### src/rtl/uart_rx_pkg.sv
package uart_rx_pkg;
    localparam int DIV_W   = 16;
    localparam int DIV_MIN = 16;
    localparam int BUS_W   = 32;

    typedef enum logic [1:0] {
        REG_DATA = 2'd0,
        REG_STAT = 2'd1,
        REG_DIV  = 2'd2,
        REG_CTRL = 2'd3
    } reg_sel_e;

    typedef enum logic [2:0] {
        S_IDLE,
        S_START,
        S_DATA,
        S_PAR,
        S_STOP
    } rx_state_e;

    typedef struct packed {
        logic par_odd;
        logic par_en;
    } rx_cfg_t;

    function automatic logic [DIV_W-1:0] clamp_div(input logic [DIV_W-1:0] v);
        return (v < DIV_W'(DIV_MIN)) ? DIV_W'(DIV_MIN) : v;
    endfunction
endpackage

### src/rtl/uart_rx_sync.sv
module uart_rx_sync #(
    parameter int STAGES = 2
) (
    input  logic clk,
    input  logic rst,
    input  logic din,
    output logic dout
);
    logic [STAGES-1:0] chain_q;

    always_ff @(posedge clk) begin
        if (rst) chain_q <= '1;
        else     chain_q <= {chain_q[STAGES-2:0], din};
    end

    assign dout = chain_q[STAGES-1];
endmodule

### src/rtl/uart_rx_sampler.sv
module uart_rx_sampler
    import uart_rx_pkg::*;
#(
    parameter int DW = 8
) (
    input  logic             clk,
    input  logic             rst,
    input  logic             rx_s,
    input  logic [DIV_W-1:0] div_q,
    input  rx_cfg_t          cfg,
    output logic             done,
    output logic [DW-1:0]    char_o,
    output logic             perr_o
);
    localparam int IDX_W = (DW > 1) ? $clog2(DW) : 1;

    rx_state_e        state_q;
    logic [DIV_W-1:0] cnt_q;
    logic [IDX_W-1:0] idx_q;
    logic [DW-1:0]    shift_q;
    logic             prev_q;
    logic             perr_q;
    logic             tick;

    assign tick = (cnt_q == '0);

    always_ff @(posedge clk) begin
        if (rst) begin
            state_q <= S_IDLE;
            cnt_q   <= '0;
            idx_q   <= '0;
            shift_q <= '0;
            prev_q  <= 1'b1;
            perr_q  <= 1'b0;
            done    <= 1'b0;
        end else begin
            prev_q <= rx_s;
            done   <= 1'b0;
            if (state_q != S_IDLE && !tick) cnt_q <= cnt_q - 1'b1;
            case (state_q)
                S_IDLE: begin
                    if (prev_q && !rx_s) begin
                        state_q <= S_START;
                        cnt_q   <= (div_q >> 1) - 1'b1;
                    end
                end
                S_START: if (tick) begin
                    if (!rx_s) begin
                        state_q <= S_DATA;
                        cnt_q   <= div_q - 1'b1;
                        idx_q   <= '0;
                        perr_q  <= 1'b0;
                    end else begin
                        state_q <= S_IDLE;
                    end
                end
                S_DATA: if (tick) begin
                    shift_q <= {rx_s, shift_q[DW-1:1]};
                    cnt_q   <= div_q - 1'b1;
                    idx_q   <= idx_q + 1'b1;
                    if (idx_q == IDX_W'(DW-1))
                        state_q <= cfg.par_en ? S_PAR : S_STOP;
                end
                S_PAR: if (tick) begin
                    perr_q  <= ((^shift_q) ^ rx_s) != cfg.par_odd;
                    cnt_q   <= div_q - 1'b1;
                    state_q <= S_STOP;
                end
                S_STOP: if (tick) begin
                    done    <= 1'b1;
                    state_q <= S_IDLE;
                end
                default: state_q <= S_IDLE;
            endcase
        end
    end

    assign char_o = shift_q;
    assign perr_o = perr_q;
endmodule

### src/rtl/uart_rx_regs.sv
module uart_rx_regs
    import uart_rx_pkg::*;
#(
    parameter int DW = 8
) (
    input  logic             clk,
    input  logic             rst,
    input  logic             wr_div,
    input  logic             wr_ctrl,
    input  logic             wr_stat,
    input  logic             rd_data,
    input  logic [DIV_W-1:0] wdata,
    input  logic             done,
    input  logic [DW-1:0]    char_i,
    input  logic             perr_i,
    output logic [DIV_W-1:0] div_q,
    output rx_cfg_t          cfg_q,
    output logic             full_q,
    output logic             ovr_q,
    output logic             perr_q,
    output logic [DW-1:0]    data_q
);
    logic take;

    // A read in the same cycle frees the holding register for the new character.
    assign take = done && (!full_q || rd_data);

    always_ff @(posedge clk) begin
        if (rst) begin
            div_q  <= DIV_W'(DIV_MIN);
            cfg_q  <= '0;
            full_q <= 1'b0;
            ovr_q  <= 1'b0;
            perr_q <= 1'b0;
            data_q <= '0;
        end else begin
            if (wr_div)  div_q <= clamp_div(wdata);
            if (wr_ctrl) cfg_q <= rx_cfg_t'(wdata[1:0]);

            if (take) begin
                data_q <= char_i;
                full_q <= 1'b1;
            end else if (rd_data) begin
                full_q <= 1'b0;
            end

            if (done && !take)            ovr_q <= 1'b1;
            else if (wr_stat && wdata[1]) ovr_q <= 1'b0;

            if (done && perr_i)           perr_q <= 1'b1;
            else if (wr_stat && wdata[2]) perr_q <= 1'b0;
        end
    end
endmodule

### src/rtl/uart_rx_core.sv
module uart_rx_core
    import uart_rx_pkg::*;
#(
    parameter int DW = 8
) (
    input  logic             clk,
    input  logic             rst,
    input  logic             rxd,
    input  logic             bus_sel,
    input  logic             bus_we,
    input  logic [1:0]       bus_addr,
    input  logic [BUS_W-1:0] bus_wdata,
    output logic [BUS_W-1:0] bus_rdata
);
    logic             rx_s;
    logic             rx_done;
    logic [DW-1:0]    rx_char;
    logic             rx_perr;
    logic [DIV_W-1:0] div_q;
    rx_cfg_t          cfg_q;
    logic             full_q;
    logic             ovr_q;
    logic             perr_q;
    logic [DW-1:0]    data_q;
    logic             wr_div;
    logic             wr_ctrl;
    logic             wr_stat;
    logic             rd_data;
    reg_sel_e         sel;

    assign sel     = reg_sel_e'(bus_addr);
    assign wr_div  = bus_sel &&  bus_we && sel == REG_DIV;
    assign wr_ctrl = bus_sel &&  bus_we && sel == REG_CTRL;
    assign wr_stat = bus_sel &&  bus_we && sel == REG_STAT;
    assign rd_data = bus_sel && !bus_we && sel == REG_DATA;

    uart_rx_sync #(.STAGES(2)) u_sync (
        .clk(clk), .rst(rst), .din(rxd), .dout(rx_s)
    );

    uart_rx_sampler #(.DW(DW)) u_smp (
        .clk(clk), .rst(rst), .rx_s(rx_s), .div_q(div_q), .cfg(cfg_q),
        .done(rx_done), .char_o(rx_char), .perr_o(rx_perr)
    );

    uart_rx_regs #(.DW(DW)) u_regs (
        .clk(clk), .rst(rst), .wr_div(wr_div), .wr_ctrl(wr_ctrl),
        .wr_stat(wr_stat), .rd_data(rd_data), .wdata(bus_wdata[DIV_W-1:0]),
        .done(rx_done), .char_i(rx_char), .perr_i(rx_perr),
        .div_q(div_q), .cfg_q(cfg_q), .full_q(full_q), .ovr_q(ovr_q),
        .perr_q(perr_q), .data_q(data_q)
    );

    always_comb begin
        bus_rdata = '0;
        case (sel)
            REG_DATA: bus_rdata[DW-1:0]    = data_q;
            REG_STAT: bus_rdata[2:0]       = {perr_q, ovr_q, full_q};
            REG_DIV:  bus_rdata[DIV_W-1:0] = div_q;
            REG_CTRL: bus_rdata[1:0]       = cfg_q;
            default:  bus_rdata            = '0;
        endcase
    end
endmodule

### config.mk
export PLATFORM = sky130hd
export DESIGN_NAME = uart_rx_core
export DESIGN_NICKNAME = d
export VERILOG_FILES = /design/src/rtl/uart_rx_pkg.sv /design/src/rtl/uart_rx_sync.sv /design/src/rtl/uart_rx_sampler.sv /design/src/rtl/uart_rx_regs.sv /design/src/rtl/uart_rx_core.sv
export SDC_FILE = /design/constraint.sdc
export NUM_CORES = 1
export LEC_CHECK = 0
export BUFFER_PORTS_ARGS = -buffer_cell sky130_fd_sc_hd__buf_2
export CAP_MARGIN = 20
export CORE_MARGIN = 5
export CORE_UTILIZATION = 51
export DETAILED_ROUTE_END_ITERATION = 10
export HOLD_SLACK_MARGIN = 0.1
export PLACE_DENSITY = 0.77
export RECOVER_POWER = 50
export SYNTH_ARGS = -nofsm -noshare
export SYNTH_HDL_FRONTEND = slang
export SYNTH_SLANG_ARGS = --single-unit
### constraint.sdc
create_clock -name clk -period 2.09 [get_ports clk]
set_clock_uncertainty 0.05 [all_clocks]
set_input_delay 0.418 -clock clk [delete_from_list [all_inputs] [get_ports clk]]
set_output_delay 0.418 -clock clk [all_outputs]
set_load 0.005 [all_outputs]
======== Word level (Yosys, flattened, before mapping) ========
Cells that the tools add are included.
operators by class
  equal/unequal tests ..................... 16
  bitwise operators ....................... 2
  $lt $le $gt $ge ......................... 1
  mux-type cells .......................... 35
  reductions and logical operators ........ 35
  add/subtract/negate cells ............... 4
operator list
  operator               count
  $mux 16                6
  $pmux 16 s3            1
  $sub 16x1->16 const B  2
  $mux 3                 10
  $logic_not 16->1       1
  $lt 16x5->1 const B    1
  $sub 15x1->16 const B  1
  $pmux 3 s5             1
  $logic_and 1x1->1      13
  $ne 2x1->1 const B     6
  $mux 1                 10
  $pmux 5 s2             1
  $reduce_bool 2->1      5
  $mux 8                 1
  $pmux 2 s4             1
  $reduce_and 4->1       2
  $reduce_xor 8->1       1
  $eq 3x2->1 const B     2
  $eq 3x3->1 const B     2
  $pmux 3 s2             1
  $reduce_and 6->1       1
  $logic_not 1->1        5
  $eq 2x2->1 const B     2
  $reduce_or 2->1        2
  other kinds (15)       15
word-level totals
  output and inout port bits .............. 32
  bits of input ports ..................... 39
  bits in registers ....................... 64

======== Depth between registers and ports, before layout ========
  depth after elaboration ................. 8
  mapped depth ............................ 9
  gate-level depth less buffers ........... 7

======== Hierarchy ========
Synthesis repeated with hierarchy kept, for this count alone.
second synthesis, totals
  cells, all modules ...................... 461
  area total of the unflattened synthesis .. 3858.7 um^2
by module, submodules not included
  module           area each (um^2)  times used  cells an instance
  uart_rx_sampler  2341.0            1           298
  uart_rx_regs     1097.3            1           111
  uart_rx_core     367.9             1           48
  uart_rx_sync     52.6              1           4

======== Least setup slack after synthesis ========
No wires, ideal clock.
  kind .................................... flip-flop to flip-flop
  from .................................... register u_regs.div_q[2]
  to ...................................... register u_smp.cnt_q[13]
  stages on the path, launching flop included .. 9
  library setup time ...................... 0.133 ns
  arrival time ............................ 1.860 ns
  required time ........................... 1.907 ns
  buffers on the path ..................... 1
  period minus slack after synthesis ...... 2.043 ns
  path slack .............................. 0.047 ns
  path through ............................ dfxtp_1 clkbuf_1 inv_1 ha_1 or4b_1 nor2_1 nand3_1 xor2_1 o221ai_1
on the way
  word-level cells in the longest chain between the ends .. 4
  elaborated cells between the ends (all ways) .. 7
  those cells by class .................... 2 x add/sub; 5 x mux
ends and longest elaborated chain
  what                    line                                                                 RTL
  start, declared         uart_rx_regs.sv:16                                                   output logic [DIV_W-1:0] div_q,
  start signal, assigned  uart_rx_regs.sv:30                                                   div_q <= DIV_W'(DIV_MIN);
  start signal, assigned  uart_rx_regs.sv:37                                                   if (wr_div) div_q <= clamp_div(wdata);
  $sub 16x1->16           uart_rx_sampler.sv:50, uart_rx_sampler.sv:59, uart_rx_sampler.sv:66
  $mux 16                 uart_rx_sampler.sv:48                                                if (!rx_s) begin
  $mux 16                 uart_rx_sampler.sv:47                                                S_START: if (tick) begin
  $pmux 16 s3 *           uart_rx_sampler.sv:40                                                case (state_q)
  end signal, assigned    uart_rx_sampler.sv:50                                                cnt_q <= div_q - 1'b1;
  end signal, assigned    uart_rx_sampler.sv:59                                                cnt_q <= div_q - 1'b1;
  end signal, assigned    uart_rx_sampler.sv:66                                                cnt_q <= div_q - 1'b1;
  end, declared           uart_rx_sampler.sv:18                                                logic [DIV_W-1:0] cnt_q;
Mark *: on every way between the ends. The rest lies on a longest branch, timed or not.
A chain may end at the register's enable or synchronous reset.

======== Final worst setup path ========
  from .................................... register u_smp.cnt_q[1]
  to ...................................... register u_smp.cnt_q[3]
on the way
  word-level cells in the longest chain between the ends .. 7
  elaborated cells between the ends (all ways) .. 10
  those cells by class .................... 1 x add/sub; 6 x mux; 3 x reduce/logical
ends and longest elaborated chain
  what                                                                   line                   RTL
  start signal, assigned                                                 uart_rx_sampler.sv:39  if (state_q != S_IDLE && !tick) cnt_q <= cnt_q - 1'b1;
  start signal, assigned                                                 uart_rx_sampler.sv:44  cnt_q <= (div_q >> 1) - 1'b1;
  start signal, assigned                                                 uart_rx_sampler.sv:50
  parallel branches: the longest is 6 deep, another holds $sub 16x1->16  n/a
  $pmux 16 s3 *                                                          uart_rx_sampler.sv:40
Every way passes the cells marked *.

==> out/results.tsv <==
stage	metric	value	unit
status	outcome	completed	
finish	area_growth	14.64	%
worst_setup_path	critical_path.max_fanout	7	
finish	final_core_util	58.98	%
clock_network	htree_levels	3	
power	irDropWorstVdd	456.9	uV
route	vias	3483	
power	leakagePower	0.001741	uW
logic_synthesis	synth_flop_cell	dfxtp_1	
finish	multi_input_area	2435	um^2
sta	slew_violations	0	
logic_synthesis	yosysTopAreaCell	dfxtp_1	
floorplanning	die_x	97.60	um
route	ant_nets	0	
clock_network	cts_buffer_depth	2	
sta	maxSlewHeadroom	29.75	%
logic_synthesis	synthArstFlopShare	0	%
logic_synthesis	synth-seq-cells	64	
worst_setup_path	cp_slowest_cell	or3_4	
logic_synthesis	yosysUniqueCellTypes	54	
logic_synthesis	syn_area	3914	um^2
logic_synthesis	yosys_warnings	0	
sta	setup_viol	0	
worst_setup_path	cp.arrival	2.30	ns
route	wirelength	9292	um
clock_network	cts_buffers	9	
floorplanning	die-area	9526	um^2
grt	grt_pass1_vias	3363	
route	drcViolationCount	0	
power	power_density	745.2	nW/um^2
power	power.switching	1154	uW
power	pwr-share-seq	40.3	%
clock_network	ctsHoldBuffers	0	
grt	antenna_found_initial	0	
logic_synthesis	syn_area_per_cell	8.292	um^2
finish	layout-drive-gt1-share	21.14	%
logic_synthesis	ys_top_cells_by_area	dfxtp_1 (33%), xnor2_1 (7.6%), nand2_1 (5.0%)	
power	swShare	34.51	%
finish	design_area	4487	um^2
floorplanning	num_rows	32	
worst_setup_path	critPathCaptureType	register	
logic_synthesis	synth.most_common_cell	dfxtp_1	
clock_network	cts_sinks	64	
floorplanning	die_y	97.60	um
route	dr.pass1.iters	4	
floorplanning	ios	71	
grt	grt_max_degree	56	
place	place_congestion	0.8659	
worst_setup_path	critical-path-top-delay-family	simple AND/OR/NAND/NOR gates	
finish	layout.nets	566	
place	dpl_cell_area	4244	um^2
route	drt_iter0_drc	161	
sta	finalCritPeriodShare	98.97	%
logic_synthesis	synth_edf_count	0	
logic_synthesis	synth-seq-area-share	32.74	%
power	p_comb_share	30.6	%
sta	hold_viol	0	
floorplanning	initial_core_util	51.45	%
route	routedWlPerCell	14.82	um
grt	grt_overflow_total	0	
finish	finalNonFillerCells	627	
clock_network	cts_tree	built	
grt	gr-usage-all-layers	19.51	%
grt	grt_pass1_wl	15620	um
place	hpwl	6796	um
worst_setup_path	cp.required	2.32	ns
sta	rsz0062_at_grt	true	
place	port_buffers	38	
logic_synthesis	synthCells	472	
finish	register_area	1282	um^2
logic_synthesis	synth_common_cells	dfxtp_1 (64), nand2_1 (52), nor2_1 (46)	
route	vias_per_cell	5.555	
finish	antennaDiodeCount	0	
power	pwr-share-clk	29.1	%
sta	post-route-min-period	2.069	ns
place	placed_cells	608	
worst_setup_path	cp_cell_sequence	inv_2, ha_2, nor4b_4, nand4_4, or3_4, or3_1, o211ai_2	
finish	fillers	702	
clock_network	clkLatencyLatePin	0.35	ns
clock_network	clk_pin_slew	0.08	ns
clock_network	clockRootBuffer	clkbuf_8	
worst_setup_path	criticalPathCategory	reg2reg	
worst_setup_path	cpPeakStageDelay	0.45	ns
worst_setup_path	cp-start-kind	register	
worst_setup_path	cp_num_buf_inv	1	
floorplanning	core	7607	um^2
flow_run	drv_cap	0	
worst_hold_path	hp-class	in2reg	
sta	worst_pin_slew	1.054	ns
logic_synthesis	synth_top_area_share	32.74	%
power	p_int	2190	uW
sta	fmax	483.4	MHz
## stage by stage
step	TNS (ns)	total power [uW]	worst slack (ns)	hold WS [ns]
2_1_floorplan	0	2044	0.04655	0.3395
3_3_place_gp	0	2240	0.03898	0.3482
3_5_place_dp	-0.01944	2267	-0.01944	0.3513
4_1_cts	0	3253	0.004569	0.1956
5_1_grt	-0.7243	3522	-0.09332	0.1967
6_report	0	3343	0.02150	0.2042
## layout make-up
type / count / area share (%)
Multi-Input combinational cell: 366 / 54.27
Sequential cell: 64 / 28.58
Timing Repair Buffer: 70 / 9.537
Tap cell: 102 / 2.844
Clock buffer: 9 / 2.761
Clock inverter: 7 / 1.255
Inverter: 9 / 0.7529
## final timing paths
kind                          start                end  slack (ns)  cells past startpoint
setup / recovery     u_smp.cnt_q[1]     u_smp.cnt_q[3]        0.02                      7
hold / removal                  rxd  u_sync.chain_q[0]        0.20                      2
setup reg to reg     u_smp.cnt_q[1]     u_smp.cnt_q[3]        0.02                      7
hold reg to reg   u_sync.chain_q[0]  u_sync.chain_q[1]        0.37                      1
## flip-flops by register name, indices dropped and copies added (netlist names)
name            cells
u_regs.full_q       1
u_smp.state_q       3
u_regs.div_q       16
u_sync.chain_q      2
u_smp.idx_q         3
u_smp.char_o        8
u_regs.data_q       8
u_smp.done          1
u_smp.cnt_q        16
u_regs.cfg_q        2
u_regs.ovr_q        1
u_regs.perr_q       1
u_smp.perr_o        1
u_smp.prev_q        1
## what timing repair did
action	4_1_cts	5_1_grt
buffers inserted	1	2
resized for setup	0	17
pin swaps	0	3
endpoints found under the setup margin	1	25
## cells by family (layout without fill, tap and decap cells)
group           count (synthesis)  count (layout)  synth area share, %
compound gates                 74              74                12.37
xor+xnor                       49              49                10.97
fa+ha+maj                       7               7                2.238
buf+inv                        57              95                7.864
flops                          64              64                32.74
mux                            21              21                6.042
other cells                     1              16              0.09582
simple gates                  199             199                27.69
## power by group through the flow
stage	registers [uW]	logic (uW)	clock network, uW
final	1350	1020	972
after global routing	1360	1110	1050
after CTS	1350	919	988
after detailed placement	1370	893	0
after global placement	1370	871	0
after floorplan	1350	690	0
## placed cells by master (no fill, tap or decap), drive strengths merged, types with 8 or more instances in the layout
| cell type | instances |
|---|---|
| or3 | 10 |
| clkbuf | 16 |
| xor2 | 15 |
| a22oi | 13 |
| buf | 63 |
| and2 | 9 |
| o22ai | 9 |
| nor2 | 46 |
| nand3 | 22 |
| a21oi | 27 |
| mux2i | 18 |
| nor4 | 14 |
| xnor2 | 34 |
| nand2 | 52 |
| conb | 16 |
| nand4 | 8 |
| inv | 11 |
| dfxtp | 64 |
| nor3 | 17 |
## per-layer routing
layer  global-route usage [%]  wire [um]  up-vias
met5                        0          0        -
met2                    32.95       4663      103
met4                    6.603        161        0
met3                    4.092        461       15
met1                    24.63       4006     1638
li1                         -          -     1727
## worst reg2reg max path, cell delays in order (launching register included)
cell	delay, ns
dfxtp_2	0.33
inv_2	0.07
ha_2	0.19
nor4b_4	0.28
nand4_4	0.23
or3_4	0.45
or3_1	0.33
o211ai_2	0.07
Note: power is estimated with default switching activity, not from simulation.
